**src/rtl/fbsm_pkg.sv**
```systemverilog
package fbsm_pkg;
   typedef enum logic [1:0] {
      SEL_CTRL = 2'd0,
      SEL_BASE = 2'd1,
      SEL_LEN  = 2'd2,
      SEL_STAT = 2'd3
   } fbsm_sel_e;

   localparam int unsigned CTRL_EN_BIT  = 0;
   localparam int unsigned STAT_BSY_BIT = 0;
   localparam int unsigned STAT_OVF_BIT = 1;
   localparam int unsigned WORD_BYTES   = 4;
endpackage

```
**src/rtl/fbsm_regs.sv**
```systemverilog
module fbsm_regs
   import fbsm_pkg::*;
#(
   parameter int unsigned ADDR_W = 32,
   parameter int unsigned LEN_W  = 24
) (
   input  logic              clk,
   input  logic              rst_n,
   input  logic [1:0]        cfg_sel,
   input  logic              cfg_wr,
   input  logic              cfg_rd,
   input  logic [31:0]       cfg_wdata,
   input  logic              busy,
   input  logic              ovf_evt,
   output logic              en,
   output logic [ADDR_W-1:0] base,
   output logic [LEN_W-1:0]  len,
   output logic              ovf,
   output logic [31:0]       cfg_rdata
);
   logic [31:0] base_rd, len_rd;
   logic        stat_wr;

   if (ADDR_W < 32) begin : g_base_pad
      assign base_rd = {{(32-ADDR_W){1'b0}}, base};
   end else begin : g_base_full
      assign base_rd = base;
   end

   if (LEN_W < 32) begin : g_len_pad
      assign len_rd = {{(32-LEN_W){1'b0}}, len};
   end else begin : g_len_full
      assign len_rd = len;
   end

   assign stat_wr = cfg_wr && (fbsm_sel_e'(cfg_sel) == SEL_STAT);

   always_ff @(posedge clk) begin
      if (!rst_n) begin
         en   <= 1'b0;
         base <= '0;
         len  <= '0;
      end else if (cfg_wr) begin
         case (fbsm_sel_e'(cfg_sel))
            SEL_CTRL: en   <= cfg_wdata[CTRL_EN_BIT];
            SEL_BASE: base <= cfg_wdata[ADDR_W-1:0];
            SEL_LEN:  len  <= cfg_wdata[LEN_W-1:0];
            default:  ;
         endcase
      end
   end

   always_ff @(posedge clk) begin
      if (!rst_n)
         ovf <= 1'b0;
      else if (ovf_evt)
         ovf <= 1'b1;
      else if (stat_wr && cfg_wdata[STAT_OVF_BIT])
         ovf <= 1'b0;
   end

   always_ff @(posedge clk) begin
      if (!rst_n)
         cfg_rdata <= '0;
      else if (cfg_rd) begin
         case (fbsm_sel_e'(cfg_sel))
            SEL_CTRL: cfg_rdata <= {31'd0, en};
            SEL_BASE: cfg_rdata <= base_rd;
            SEL_LEN:  cfg_rdata <= len_rd;
            default:  cfg_rdata <= {30'd0, ovf, busy};
         endcase
      end
   end
endmodule

```
**src/rtl/fbsm_seq.sv**
```systemverilog
module fbsm_seq
   import fbsm_pkg::*;
#(
   parameter int unsigned ADDR_W = 32,
   parameter int unsigned LEN_W  = 24,
   parameter int unsigned DEPTH  = 8,
   parameter int unsigned LVL_W  = 4
) (
   input  logic              clk,
   input  logic              rst_n,
   input  logic              en,
   input  logic [ADDR_W-1:0] base,
   input  logic [LEN_W-1:0]  len,
   input  logic              waitreq,
   input  logic              rdvalid,
   input  logic [LVL_W-1:0]  level,
   output logic              m_read,
   output logic [ADDR_W-1:0] m_addr,
   output logic [LVL_W-1:0]  inflight
);
   localparam logic [ADDR_W-1:0] STEP  = ADDR_W'(WORD_BYTES);
   localparam logic [LVL_W:0]    LIMIT = (LVL_W+1)'(DEPTH);

   logic              req_q;
   logic [ADDR_W-1:0] ptr;
   logic [LEN_W-1:0]  cnt;
   logic              accept, ret, last, room;
   logic [LVL_W:0]    sum;

   assign accept = req_q && !waitreq;
   assign ret    = rdvalid && (inflight != '0);
   assign last   = ({1'b0, cnt} + 1'b1) >= {1'b0, len};
   assign sum    = {1'b0, level} + {1'b0, inflight} + (LVL_W+1)'(accept);
   assign room   = sum < LIMIT;

   always_ff @(posedge clk) begin
      if (!rst_n) begin
         req_q    <= 1'b0;
         inflight <= '0;
      end else begin
         req_q    <= (req_q && waitreq) || (en && room);
         inflight <= inflight + LVL_W'(accept) - LVL_W'(ret);
      end
   end

   always_ff @(posedge clk) begin
      if (!rst_n) begin
         ptr <= '0;
         cnt <= '0;
      end else if (!en && !req_q) begin
         ptr <= base;
         cnt <= '0;
      end else if (accept) begin
         if (last) begin
            ptr <= base;
            cnt <= '0;
         end else begin
            ptr <= ptr + STEP;
            cnt <= cnt + 1'b1;
         end
      end
   end

   assign m_read = req_q;
   assign m_addr = ptr;
endmodule

```
**src/rtl/fbsm_fifo.sv**
```systemverilog
module fbsm_fifo #(
   parameter int unsigned DATA_W = 32,
   parameter int unsigned DEPTH  = 8,
   parameter int unsigned LVL_W  = 4
) (
   input  logic              clk,
   input  logic              rst_n,
   input  logic              push,
   input  logic [DATA_W-1:0] wdata,
   input  logic              pop,
   output logic [DATA_W-1:0] rdata,
   output logic [LVL_W-1:0]  level,
   output logic              full,
   output logic              empty
);
   localparam int unsigned      PTR_W    = $clog2(DEPTH);
   localparam logic [LVL_W-1:0] FULL_LVL = LVL_W'(DEPTH);

   logic [DATA_W-1:0] mem [DEPTH];
   logic [PTR_W-1:0]  wp, rp;
   logic              do_push, do_pop;

   assign full    = (level == FULL_LVL);
   assign empty   = (level == '0);
   assign do_push = push && !full;
   assign do_pop  = pop && !empty;
   assign rdata   = mem[rp];

   always_ff @(posedge clk) begin
      if (do_push)
         mem[wp] <= wdata;
   end

   always_ff @(posedge clk) begin
      if (!rst_n) begin
         wp    <= '0;
         rp    <= '0;
         level <= '0;
      end else begin
         if (do_push) wp <= wp + 1'b1;
         if (do_pop)  rp <= rp + 1'b1;
         level <= level + LVL_W'(do_push) - LVL_W'(do_pop);
      end
   end
endmodule

```
**src/rtl/fb_stream_master.sv**
```systemverilog
module fb_stream_master
   import fbsm_pkg::*;
#(
   parameter int unsigned ADDR_W = 32,
   parameter int unsigned LEN_W  = 24,
   parameter int unsigned DEPTH  = 8
) (
   input  logic              clk,
   input  logic              rst_n,
   input  logic [1:0]        cfg_sel,
   input  logic              cfg_wr,
   input  logic              cfg_rd,
   input  logic [31:0]       cfg_wdata,
   output logic [31:0]       cfg_rdata,
   output logic [ADDR_W-1:0] m_addr,
   output logic              m_read,
   input  logic              m_waitreq,
   input  logic              m_rdvalid,
   input  logic [31:0]       m_rdata,
   input  logic              px_pop,
   output logic              px_valid,
   output logic [31:0]       px_data
);
   localparam int unsigned LVL_W = $clog2(DEPTH + 1);

   if (DEPTH < 2 || (DEPTH & (DEPTH - 1)) != 0) begin : g_bad_depth
      $error("DEPTH must be a power of two of at least 2");
   end
   if (ADDR_W < 3 || ADDR_W > 32) begin : g_bad_addr
      $error("ADDR_W must lie in 3..32");
   end
   if (LEN_W < 1 || LEN_W > 32) begin : g_bad_len
      $error("LEN_W must lie in 1..32");
   end

   logic              en, ovf, busy, full, empty, ovf_evt;
   logic [ADDR_W-1:0] base;
   logic [LEN_W-1:0]  len;
   logic [LVL_W-1:0]  level, inflight;

   assign busy     = en || m_read || (inflight != '0);
   assign ovf_evt  = m_rdvalid && full;
   assign px_valid = !empty;

   fbsm_regs #(.ADDR_W(ADDR_W), .LEN_W(LEN_W)) u_regs (
      .clk(clk), .rst_n(rst_n), .cfg_sel(cfg_sel), .cfg_wr(cfg_wr),
      .cfg_rd(cfg_rd), .cfg_wdata(cfg_wdata), .busy(busy),
      .ovf_evt(ovf_evt), .en(en), .base(base), .len(len), .ovf(ovf),
      .cfg_rdata(cfg_rdata)
   );

   fbsm_seq #(.ADDR_W(ADDR_W), .LEN_W(LEN_W), .DEPTH(DEPTH), .LVL_W(LVL_W)) u_seq (
      .clk(clk), .rst_n(rst_n), .en(en), .base(base), .len(len),
      .waitreq(m_waitreq), .rdvalid(m_rdvalid), .level(level),
      .m_read(m_read), .m_addr(m_addr), .inflight(inflight)
   );

   fbsm_fifo #(.DATA_W(32), .DEPTH(DEPTH), .LVL_W(LVL_W)) u_fifo (
      .clk(clk), .rst_n(rst_n), .push(m_rdvalid), .wdata(m_rdata),
      .pop(px_pop), .rdata(px_data), .level(level), .full(full),
      .empty(empty)
   );
endmodule

```
**config.mk**
```make
export PLATFORM = sky130hd
export DESIGN_NAME = fb_stream_master
export DESIGN_NICKNAME = d
export VERILOG_FILES = /design/src/rtl/fbsm_pkg.sv /design/src/rtl/fbsm_regs.sv /design/src/rtl/fbsm_seq.sv /design/src/rtl/fbsm_fifo.sv /design/src/rtl/fb_stream_master.sv
export SDC_FILE = /design/constraint.sdc
export NUM_CORES = 1
export LEC_CHECK = 0
export BUFFER_PORTS_ARGS = -buffer_cell sky130_fd_sc_hd__buf_4
export CAP_MARGIN = 40
export CORE_UTILIZATION = 45
export DETAILED_ROUTE_END_ITERATION = 10
export SYNTH_ARGS = -nofsm -noshare
export SYNTH_HDL_FRONTEND = slang
export SYNTH_SLANG_ARGS = --single-unit
export TNS_END_PERCENT = 30
```
**constraint.sdc**
```tcl
create_clock -name clk -period 4.35 [get_ports clk]
set_input_delay 0.2175 -clock clk [delete_from_list [all_inputs] [get_ports clk]]
set_output_delay 0.2175 -clock clk [all_outputs]
set_load 0.005 [all_outputs]
```
# Word level (Yosys, flattened, before mapping)
# Memory sizes are Yosys's and may differ from the RTL's. A register that Yosys moved wholly into a read port is not among the register bits.
# Index checks and enable logic that the tools add are counted.
[classes]
muxes = 11
n_addsub = 11
bitwise = 1
n_eq_ne = 4
reduce_logical = 27
magnitude_cmp = 2
[op_table]
columns = ["operator", "n"]
rows = [
  ["two-way mux 32 bit", 3],
  ["case mux 32 bit (3 select lines)", 1],
  ["adder 32 x 3 -> 32 bit (second input constant)", 1],
  ["adder 24 x 1 -> 25 bit (second input constant)", 1],
  [">= comparator 25 x 24 -> 1 bit", 1],
  ["adder 24 x 1 -> 24 bit (second input constant)", 1],
  ["two-way mux 24 bit", 1],
  ["logical AND 1 bit", 10],
  ["adder 4 x 1 -> 4 bit", 2],
  ["subtractor 4 x 1 -> 4 bit", 2],
  ["adder 3 x 1 -> 3 bit (second input constant)", 2],
  ["two-way mux 3 bit", 2],
  ["AND reduction 2 bit", 3],
  ["adder 4 x 4 -> 5 bit", 1],
  ["adder 5 x 1 -> 5 bit", 1],
  ["logical NOT 1 bit", 5],
  ["< comparator 5 x 4 -> 1 bit (second input constant)", 1],
  ["equality test 2 bit (second input constant)", 2],
  ["equality test 4 bit (second input constant)", 1],
  ["logical NOT 4 bit", 1],
  ["two-way mux 1 bit", 4],
  ["nonzero test 2 bit", 2],
  ["nonzero test 4 bit", 1],
  ["logical OR 1 bit", 3],
  ["4 further kinds", 4],
]
[word_totals]
ram_bits = 256
in_bits = 73
regBits = 161
n_memories = 1
[mem_list]
columns = ["memory", "words", "width", "rd", "rd_ports_with_merged_regs", "wr", "line_no", "source"]
rows = [
  ["u_fifo.mem", 8, 32, 1, 1, 1, "fbsm_fifo.sv:19", "logic [DATA_W-1:0] mem [DEPTH];"],
]

# Longest topological paths before layout
[logic_depth]
ltp_word = 6
ltp_mapped = 18
depth_no_buf = 15

# Cells and area by module
# A second synthesis with hierarchy kept.
[hier_totals]
cells_unflattened = 1416
hier_area_um2 = 18586.6
[modules_own_cells]
columns = ["module", "area_per_inst_um2", "cells_each", "instances"]
rows = [
  ["fbsm_fifo", 10472.5, 449, 1],
  ["fbsm_seq", 4526.8, 558, 1],
  ["fbsm_regs", 3563.4, 404, 1],
  ["fb_stream_master", 23.8, 5, 1],
]

# Least setup slack after synthesis
# No wires, ideal clock.
[synth_path]
path_type = "flip-flop to flip-flop"
start = "register u_fifo.level[2]"
end = "memory u_fifo.mem[0][0], enable pin"
setup_slack_ps = 510
period_less_slack_ps = 3840
arrival_ps = 3379
stages_incl_launch_ff = 8
n_path_buf = 1
cell_sequence = "dfxtp_1 -> inv_1 -> ha_1 -> and3_1 -> nor2b_1 -> clkbuf_1 -> nand2b_1 -> nor3_1"
[synth_between]
elab_chain_len = 5
[synth_lines]
columns = ["element", "line_no", "source"]
rows = [
  ["start, declared", "fbsm_fifo.sv:12", "output logic [LVL_W-1:0] level,"],
  ["start signal, assigned", "fbsm_fifo.sv:42", "level <= level + LVL_W'(do_push) - LVL_W'(do_pop);"],
  ["equality test 4 bit", "fbsm_fifo.sv:23", "assign full = (level == FULL_LVL);"],
  ["logical NOT 1 bit", "fbsm_fifo.sv:25", "assign do_push = push && !full;"],
  ["logical AND 1 bit", "fbsm_fifo.sv:25", ""],
  ["via u_fifo.do_push", "fbsm_fifo.sv:21", "logic do_push, do_pop;"],
  ["two-way mux 1 bit", "fbsm_fifo.sv:30", "if (do_push)"],
  ["two-way mux 1 bit (implied by the code)", "fbsm_fifo.sv:31", "mem[wp] <= wdata;"],
  ["end, declared", "fbsm_fifo.sv:19", ""],
]
# The timed path passes the listed nets, and every way through them passes these cells.

# Final worst setup path
[layout_path]
start = "register u_seq.cnt[0]"
end = "register u_seq.ptr[8] (netlist: u_seq.m_addr[8])"
[layout_between]
elab_chain_len = 5
[layout_lines]
columns = ["element", "line_no", "source"]
rows = [
  ["start, declared", "fbsm_seq.sv:26", "logic [LEN_W-1:0] cnt;"],
  ["start signal, assigned", "fbsm_seq.sv:59", "cnt <= cnt + 1'b1;"],
  ["adder 24 x 1 -> 25 bit", "fbsm_seq.sv:32", "assign last = ({1'b0, cnt} + 1'b1) >= {1'b0, len};"],
  [">= comparator 25 x 24 -> 1 bit", "fbsm_seq.sv:32", ""],
  ["two-way mux 32 bit", "fbsm_seq.sv:54", "if (last) begin"],
  ["two-way mux 32 bit", "fbsm_seq.sv:53", "end else if (accept) begin"],
  ["two-way mux 32 bit", "fbsm_seq.sv:50", "end else if (!en && !req_q) begin"],
  ["end signal, assigned", "fbsm_seq.sv:51", "ptr <= base;"],
  ["end signal, assigned", "fbsm_seq.sv:55", "ptr <= base;"],
  ["end signal, assigned", "fbsm_seq.sv:58", "ptr <= ptr + STEP;"],
  ["end, declared", "fbsm_seq.sv:25", "logic [ADDR_W-1:0] ptr;"],
]
# No other way between the ends. The select of a mux whose other input is x is not followed.
# A chain may end at the register's enable or synchronous reset.

==> metrics.md <==
| Metric | Value |
|---|---|
| Worst slew margin | `0.477` |
| CP cell instances | `ha_2 > and3_2 > nand3_2 > or3_1 > nor3_1 > xnor2_1 > ha_1 > a21oi_1 > nor2b_1 > nor4_1 > nand3b_1 > or2_1 > buf_4 > nor2_1 > buf_4 > nand3b_1 > a41oi_1` |
| Status | `completed` |
| DRC violations left | `0` |
| Number of nets in the synthesized netlist | `1486` |
| Max frequency | `0.246 GHz` |
| Transition time of the tightest slew-check pin | `0.785 ns` |
| Via count of the first global-routing pass | `11600` |
| Number of synthesized flops with an enable pin | `256` |
| Routed Wire Length | `42400 um` |
| Core region area | `38700 um^2` |
| Most instantiated cells after synthesis | `edfxtp_1, dfxtp_1, nand2_1, nor2_1, a21oi_1` |
| Clk sink count | `420` |
| Share of layout cells above drive strength 1 | `0.244` |
| Clk root buf | `clkbuf_16` |
| Insertion delay of the later-clocked pin in the worst-skew pair | `0.57 ns` |
| Hold Violations, Final | `0` |
| Clock-pin slew on the worst setup and hold paths | `0.06 ns` |
| Violation count after the first detailed-routing iteration | `821` |
| Initial antenna violation count | `0` |
| Initial Util | `0.456` |
| Final setup margin | `0.287 ns` |
| GPL Wtd Cong | `0.796` |
| Most frequently used cell type in the post-synthesis netlist | `edfxtp_1` |
| Setup violations, final | `0` |
| Worst IR Drop VDD | `0.310 mV` |
| Number of input and output port buffers inserted | `170` |
| CP Class | `reg2reg` |
| Die Span X | `200 um` |
| Critical path startpoint category | `flop` |
| Final-layout setup total negative slack | `0 ns` |
| Global route overflow | `0` |
| Count of H-tree levels built during CTS | `2` |
| Master of the slowest instance on the critical path | `dfxtp_1` |
| Clk_skew | `0.00915 ns` |
| Fraction of post-synthesis cell area in the top cell type by area | `0.435` |
| Count of maximum capacitance violations | `0` |
| Sequential element share of the synthesized area | `0.620` |
| Die Span Y | `200 um` |
| Wire length of the first global-routing pass | `66400 um` |
| Max Fanout on Critical Path | `17` |
| Type of the most critical hold path | `in2reg` |
| Post-Syn Area per Cell | `12.9 um^2` |
| Initial DRT Pass Iterations | `5` |
| Total die area | `40100 um^2` |
| Setup WS pre-CTS | `0.267 ns` |
| Net count, final | `1722` |
| Max incr delay on CP | `0.42 ns` |
| Min cycle time layout | `4.06 ns` |
| Final standard cell utilization of the core | `0.563` |
| Antenna-violating nets left | `0` |
| Max-slew violation count | `0` |
| Detailed placement HPWL | `26000 um` |
| Number of instances in the synthesized netlist | `1368` |
| Asr flop ratio synth | `0` |
| Seq cells post-synth | `420` |
| Power per unit of standard cell area | `477 nW/um^2` |
| Post-route fraction of the period consumed by the critical path | `0.934` |
| N_diodes | `0` |
| Global-route total usage across every layer | `0.213` |
| Maximum number of pins on one net before global-route repair | `70` |
| Post-CTS Setup Bufs | `0` |
| Cell accounting for the most synthesized area | `edfxtp_1` |
| Top-level I/O count | `171` |
| Std cell rows | `72` |
| TritonCTS Buffers | `45` |
| Clock tree from TritonCTS | `yes` |
| Top cells by area in the synthesized netlist | `edfxtp_1, dfxtp_1, mux4_2` |
| Number of different library cells in the post-synthesis netlist | `59` |
| Critical path required time | `4.84 ns` |
| Layout overhead on the synthesized area | `23.4%` |
| CTS Buffer Depth | `3` |
| Post-DR wirelength/cell | `19.6 um` |
| Worst EP arrival | `4.55 ns` |
| Primary FF master, synth | `edfxtp_1` |
| Via total after detailed routing | `11500` |
| Area of the mapped netlist | `17700 um^2` |
| Unrepaired setup endpoints after global routing | `false` |
| CP Capture Type | `flop` |
| Number of warnings issued by yosys | `0` |
| Leakage power | `7.57 nW` |
| Mean number of vias per cell | `5.34` |
-- layer usage --
metal,vias to the layer above,global-route usage,share of wire
li1,5500,-,-
met2,309,0.360,0.49
met3,61,0.0363,0.050
met4,0,0.0563,0.020
met5,-,0,0
met1,5666,0.283,0.44
-- final timing paths --
check	endpoint	start	cells after the start	slack [ns]
worst max-delay path	u_seq.m_addr[8]	u_seq.cnt[0]	17	0.29
worst min-delay path	u_regs.ovf	cfg_sel[0]	4	0.06
worst max register to register	u_seq.m_addr[8]	u_seq.cnt[0]	17	0.29
worst min register to register	u_regs.cfg_rdata[27]	u_regs.cfg_rdata[27]	2	0.47
-- critical path, delay by kind of cell, from the launching register on --
family,cells,cell delay (ns)
xor+xnor,1,0.19
fa+ha+maj,2,0.54
simple gates,10,2.06
compound gates,2,0.37
flops,1,0.42
buf+inv,2,0.37
-- sequential cells by signal, summed over array words and instances, names as in the netlist, 4 cells and up, named ones only --
name	flops
u_regs.len	24
u_fifo.mem	256
u_regs.cfg_rdata	32
u_seq.m_addr	32
u_fifo.level	4
u_regs.base	32
u_seq.cnt	24
u_seq.inflight	4
-- metrics by stage --
step	std cells	power [mW]	cell area [um^2]	hold slack, ns
5_1_grt	2159	10.9	21800	0.0663
6_report	2159	10.4	21800	0.0626
3_5_place_dp	2005	6.60	19600	0.456
2_1_floorplan	1368	5.88	17700	0.316
3_3_place_gp	2003	6.57	19600	0.446
4_1_cts	2159	10.6	21800	0.0212
-- cell type report --
class | count | area [um^2]
Sequential cell | 420 | 11000
Clock inverter | 26 | 278
Fill cell | 3257 | 16900
Timing Repair Buffer | 267 | 2220
Multi-Input combinational cell | 820 | 6280
Clock buffer | 58 | 1230
Inverter | 50 | 190
Tap cell | 518 | 648
-- timing repair --
action,4_1_cts,5_1_grt
hold buffers,70,0
hold endpoints to repair,319,0
setup endpoints to repair,0,11
resized for setup,0,3
-- cell usage in the layout, fill, tap and decap left out, drive strengths merged, types with 52 or more instances in the layout --
cell type	Yosys	layout
dfxtp	164	164
nor2	108	108
buf	17	197
nand2	155	155
a21oi	95	95
dlygate4sd3	0	70
inv	50	52
edfxtp	256	256
mux4	64	64
clkbuf	61	58
-- kinds of logic after synthesis --
kind of cell | Yosys count | share of synthesized area
AO/OA/AOI/OAI | 216 | 0.0811
XOR/XNOR | 52 | 0.0258
AND/OR/NAND/NOR | 404 | 0.106
flip-flops | 420 | 0.620
adder cells (fa/ha/maj) | 45 | 0.0327
buffers and inverters | 128 | 0.0282
multiplexers | 103 | 0.106
-- report_power, final --
| part | switching, mW | internal (mW) | total (mW) | leakage (nW) |
|---|---|---|---|---|
| Sequential | 0.186 | 4.45 | 4.64 | 3.66 |
| Clock | 1.58 | 2.30 | 3.88 | 0.738 |
| Combinational | 0.843 | 1.06 | 1.90 | 3.18 |
| Total | 2.61 | 7.81 | 10.4 | 7.57 |
Note: power is estimated with default switching activity, not from simulation.
